--- src/rtl/dma_guarded_csr.sv ---
module dma_guarded_csr #(
  parameter int CH = 8
) (
  input  logic          clk,
  input  logic          rst_n,
  input  logic          wr_en,
  input  logic [31:0]   wr_data,
  output logic [31:0]   rd_data,
  input  logic          engine_active,
  input  logic [CH-1:0] chan_irq_set,
  input  logic [4:0]    err_set,
  output logic          start_pulse,
  output logic          stop_pulse,
  output logic          irq_enable,
  output logic [2:0]    chan_count,
  output logic          irq
);
  localparam int CH_LSB  = 12;
  localparam int ERR_LSB = 7;
  localparam int NERR    = 5;

  logic [CH-1:0]   ch_st;
  logic [NERR-1:0] err_st;
  logic            guard_ok;
  logic [CH-1:0]   ch_clr;
  logic [NERR-1:0] err_clr;

  assign guard_ok = wr_en & wr_data[31];
  assign ch_clr   = wr_en ? wr_data[CH_LSB +: CH] : '0;
  assign err_clr  = wr_en ? wr_data[ERR_LSB +: NERR] : '0;

  always_ff @(posedge clk) begin
    if (!rst_n) begin
      ch_st       <= '0;
      err_st      <= '0;
      irq_enable  <= 1'b0;
      chan_count  <= 3'd0;
      start_pulse <= 1'b0;
      stop_pulse  <= 1'b0;
    end else begin
      ch_st       <= chan_irq_set | (ch_st & ~ch_clr);
      err_st      <= err_set | (err_st & ~err_clr);
      start_pulse <= wr_en & wr_data[0] & ~wr_data[2];
      stop_pulse  <= wr_en & wr_data[2];
      if (guard_ok) begin
        irq_enable <= wr_data[1];
        chan_count <= wr_data[6:4];
      end
    end
  end

  always_comb begin
    rd_data = '0;
    rd_data[CH_LSB +: CH]    = ch_st;
    rd_data[ERR_LSB +: NERR] = err_st;
    rd_data[6:4]             = chan_count;
    rd_data[3]               = engine_active;
    rd_data[1]               = irq_enable;
  end

  assign irq = irq_enable & (|ch_st);

  initial assert (CH >= 1 && CH <= 8) else $error("CH out of range");

  assert_guard_hold_R3: assert property (@(posedge clk) disable iff (!rst_n)
    (wr_en && !wr_data[31]) |=> ($stable(irq_enable) && $stable(chan_count)));

  assert_set_wins_R6: assert property (@(posedge clk) disable iff (!rst_n)
    (|chan_irq_set) |=> ((rd_data[CH_LSB +: CH] & $past(chan_irq_set)) == $past(chan_irq_set)));

  assert_err_sticky_R5: assert property (@(posedge clk) disable iff (!rst_n)
    (|err_set) |=> ((rd_data[ERR_LSB +: NERR] & $past(err_set)) == $past(err_set)));

  assert_cmd_exclusive_R7: assert property (@(posedge clk) disable iff (!rst_n)
    !(start_pulse && stop_pulse));

  assert_start_cause_R7: assert property (@(posedge clk) disable iff (!rst_n)
    start_pulse |-> $past(wr_en && wr_data[0] && !wr_data[2]));

  assert_irq_cause_R10: assert property (@(posedge clk) disable iff (!rst_n)
    irq |-> (rd_data[1] && (|rd_data[CH_LSB +: CH])));
endmodule

--- config.mk ---
export PLATFORM = sky130hd
export DESIGN_NAME = dma_guarded_csr
export DESIGN_NICKNAME = d
export VERILOG_FILES = /design/src/rtl/dma_guarded_csr.sv
export SDC_FILE = /design/constraint.sdc
export NUM_CORES = 1
export LEC_CHECK = 0
export ABC_AREA = 1
export CORE_MARGIN = 10
export CORE_UTILIZATION = 26
export CTS_CLUSTER_DIAMETER = 30
export DETAILED_ROUTE_END_ITERATION = 8
export MAX_ROUTING_LAYER = met4
export PLACE_DENSITY = 0.77
export SYNTH_ARGS = -nofsm -noshare
export SYNTH_HDL_FRONTEND = slang
export SYNTH_SLANG_ARGS = --single-unit
--- constraint.sdc ---
create_clock -name clk -period 0.9 [get_ports clk]
set_clock_uncertainty 0.2 [all_clocks]
set_input_delay 0.27 -clock clk [delete_from_list [all_inputs] [get_ports clk]]
set_output_delay 0.27 -clock clk [all_outputs]
set_load 0.01 [all_outputs]
==> Word level (Yosys, flattened, before mapping) <==
Index checks and enable logic that the tools add are counted.
{ "word_totals": {"mem_bits_ro": 0, "mem_bits_rw": 0, "register_bits": 19, "latchBits": 0, "inputBits": 49, "output_inout_bits": 39, "memories": 0, "elab_cells": 21} }
{ "classes": {"bitwise": 12, "n_eq_ne": 0, "shift": 0, "mul": 0, "div_mod_pow": 0, "muxes": 2, "reduce_logical": 1, "magnitude_cmp": 0, "n_addsub": 0} }
{ "ops": {"columns": ["op", "n"], "rows": [
  ["$and 8x8->8", 1],
  ["$mux 8", 1],
  ["$not 8->8", 1],
  ["$or 8x8->8", 1],
  ["$reduce_or 8->1", 1],
  ["$and 1x1->1", 5],
  ["$and 5x5->5", 1],
  ["$mux 5", 1],
  ["$not 5->5", 1],
  ["$or 5x5->5", 1],
  ["$not 1->1", 1]
]} }

==> Logic depth before layout (Yosys ltp) <==
{ "depth": {"ltp_word": 4, "mapped_depth": 4, "ltp_nobuf": 4} }

==> Worst setup path before layout <==
No wires, ideal clock.
{ "synth_timing": {"path_type": "reg2out", "startpoint": "reg ch_st[2]", "endpoint": "out irq", "slack_ns": -0.274, "required_time_ns": 0.430, "arrival_ns": 0.704, "stages_incl_launch_ff": 5, "path_buffers": 0, "path_cell_list": "dfxtp_1 > nor2_1 > nand2_1 > nor2_1 > nor2_1"} }
{ "synth_between": {"elab_chain_len": 2} }
{ "synth_lines": {"columns": ["item", "line_no", "rtl"], "rows": [
  ["start, declared", "22", "logic [CH-1:0] ch_st;"],
  ["start signal, assigned", "41", "ch_st <= chan_irq_set | (ch_st & ~ch_clr);"],
  ["$reduce_or 8->1", "61", "assign irq = irq_enable & (|ch_st);"],
  ["$and 1x1->1", "61", null],
  ["end, declared", "16", "output logic irq"]
]} }
No other way between the ends.

==> Final worst setup path <==
{ "layout_timing": {"startpoint": "reg ch_st[4]", "endpoint": "out irq"} }
The elaborated chain is that of the path after synthesis.

==> run_results.csv <==
group,metric,value,unit
floorplanning,core,3103,µm²
placed_design,place.port_buffers,59,
setup_path,cp_data_arrival_time,1.08,ns
global_route,grtUsageTotal,9.441,%
global_route,grt_pass1_vias,979,
sta,slew_viol_final,0,
sta,fin_setup_tns,-9.932,ns
power,p_int,0.001467,W
setup_path,slowest_delay,0.34,ns
floorplanning,initial_core_util,27.58,%
setup_path,critPathCaptureType,"output pin",
setup_path,crit_buf_inv,1,
run_status,violations,"negative setup slack",
cts,clock-sinks,19,
drt,route.vias.total,915,
power,switching_share,27.65,%
floorplanning,die_h,77.37,µm
cts,clkLatencyLatePin,0.29,ns
cts,cts_tree,"done",
synth,yosys_warnings,0,
placed_design,routabilityCongestion,0.7073,
min_path,hold_class,"input port to flip-flop",
drt,ant_nets,0,
power,pwr-share-clk,20.7,%
floorplanning,rows,20,
floorplanning,die_width,77.37,µm
cts,cts_max_path_buffers,2,
power,power_frac_comb,32.5,%
global_route,grt_first_pass_wirelength,4533,µm
power,p_seq_share,46.8,%
synth,ys_ff_latch,19,
power,cellPowerDensity,1164,nW/µm²
run_status,status,"finished with violations",
synth,synth_area,855.8,µm²
cts,clk_pin_slew,0.11,ns
synth,postSynthAreaPerCell,7.852,µm²
floorplanning,pin_count,88,
power,vdd_ir_drop_max,0.0008020,V
sta,final-hold-violation-count,0,
drt,routed_wl,3017,µm
cts,htreeDepth,1,
global_route,grt_antenna_before_repair,0,
drt,viasPerCell,3.961,
drt,dr.first_iter.drc_count,19,
power,leakage,0.7976,nW
setup_path,cp_data_required_time,0.43,ns
power,power.switching,0.0005608,W
setup_path,path_cells,"nor2_2, nand2_1, nor2_2, nor2_2, buf_2",
finish,syn2layout_area_growth,103.5,%
setup_path,crit_fanout,2,
setup_path,cp_common_cell,"nor2_2",
floorplanning,die_area,5986,µm²
finish,fin_nets,237,
flow_run,maxCapViolCount,0,
setup_path,cp_top_family,"flip-flops",
setup_path,cp-start-kind,"flip-flop",
drt,drt_pass1_iterations,2,
sta,setup_viol,34,
sta,max_freq,647.2,MHz
placed_design,placed_cells,216,
placed_design,dpl.hpwl,2306,µm
setup_path,crit_type,"flip-flop to output pin",
finish,drive_above_1_share,49.20,%
drt,wl_per_cell,13.06,µm
synth,syn_inst,109,
sta,rsz0062_at_grt,"true",
sta,period_minus_slack,1.545,ns
finish,diodes,0,
synth,seq_area_frac_synth,44.44,%
cts,numCtsBuffers,3,
finish,instances_no_fill,231,
finish,fillCellCount,310,
power,total_power,0.002028,W
cts,cts_hold_buf,0,
drt,drc,0,
sta,period_share,171.7,%
finish,finalCoreUtilization,56.13,%
global_route,grt_max_degree,12,
cts,clock-root-buffer,"clkbuf_4",
synth,synthDistinctLibCells,13,
sta,timing.final.ws_setup,-0.6450,ns
setup_path,crit_path_top_delay_cell,"dfxtp_2",
global_route,grt.overflow.total,0,
[worst reg2reg max path, delay by kind of cell (launching register included)]
| kind | cells | cell delay, ns |
|---|---|---|
| buffers and inverters | 3 | 0.36 |
| DFF | 1 | 0.34 |
| AOI/OAI and AO/OA | 1 | 0.10 |
| and+or+nand+nor | 1 | 0.05 |
[final timing paths]
check	cells past startpoint	end	slack, ns	start
max reg2reg	5	ch_st[4]	-0.24	ch_st[4]
max	5	irq	-0.65	ch_st[4]
min reg2reg	2	chan_count[0]	0.32	chan_count[0]
min	4	err_st[2]	0.19	wr_data[9]
[sequential cells by signal (all words and copies together), names as in the netlist]
signal,cells
irq_enable,1
err_st,5
chan_count,3
start_pulse,1
ch_st,8
stop_pulse,1
[Yosys cell counts]
library cell   n  area (µm²)
nor2_1        29       108.9
buf_4         19       142.6
dfxtp_1       19       380.4
nand2_1       17       63.81
a21oi_2        9       78.83
a21oi_1        4       20.02
o21ai_0        4       20.02
inv_1          3       11.26
buf_2          1       5.000
buf_6          1       11.26
clkinv_1       1       3.750
conb_1         1       3.750
nand2_2        1       6.260
[power by group through the flow]
| stage | Sequential (W) | Combinational [W] | Clock, W |
|---|---|---|---|
| 6_report | 0.000949 | 0.000660 | 0.000419 |
| 5_1_grt | 0.000957 | 0.000719 | 0.000472 |
| 4_1_cts | 0.000950 | 0.000606 | 0.000442 |
| 3_5_place_dp | 0.000955 | 0.000557 | 0 |
| 3_3_place_gp | 0.000951 | 0.000553 | 0 |
| 2_1_floorplan | 0.000991 | 0.000219 | 0 |
[cells in the final DEF (no fill, tap or decap)]
master and instances:
nor2_1 23, o21ai_2 1, clkinv_2 1, clkinvlp_4 2, nand2_8 1, clkdlybuf4s50_1 19
o21ai_1 3, buf_2 3, nor2_2 5, clkbuf_4 3, dfxtp_1 1, nand2_1 17
conb_1 14, inv_1 2, nor2_4 1, a21oi_1 2, dfxtp_4 3, buf_6 40
dfxtp_2 15, inv_8 1, buf_4 4, a21oi_2 11, clkdlybuf4s15_2 1, dlygate4sd2_1 14
[cell families after synthesis]
family	after synthesis	share of synthesized area, %
and+or+nand+nor	47	20.91
buffers and inverters	25	20.32
DFF	19	44.44
AOI/OAI and AO/OA	17	13.89
other	1	0.4382
[metrics by stage]
stage / hold WS (ns) / setup WS [ns] / instance area [µm²]
after floorplan: 0.1808 / -0.2185 / 939.7
after global placement: 0.2700 / -0.6775 / 1501
after detailed placement: 0.2840 / -0.7052 / 1501
after CTS: 0.1896 / -0.6681 / 1640
after global routing: 0.2156 / -0.7331 / 1742
final: 0.1949 / -0.6450 / 1742
[layer usage]
layer,track usage (%),part of all wire (%)
met5,-,0
met4,2.190,0.66
met2,16.64,53
met3,3.571,5.5
met1,9.743,41
[layout make-up]
cell class	instances	area (µm²)	share of cell area, %
flip-flops and latches	19	410.4	23.56
inverters	4	26.28	1.509
repair buffers	81	819.5	47.05
repair inverters	1	7.507	0.4310
well taps	44	55.05	3.161
clock inverters	1	5.005	0.2874
multi-input cells	78	395.4	22.70
clock buffers	3	22.52	1.293
[timing repair]
| item | 4_1_cts | 5_1_grt |
|---|---|---|
| setup endpoints to repair | 43 | 40 |
| setup buffers | 6 | 11 |
| resized for setup | 167 | 25 |
| cloned | 1 | 1 |
| pin swaps | 41 | 11 |
Power figures use the tool's default switching activity.
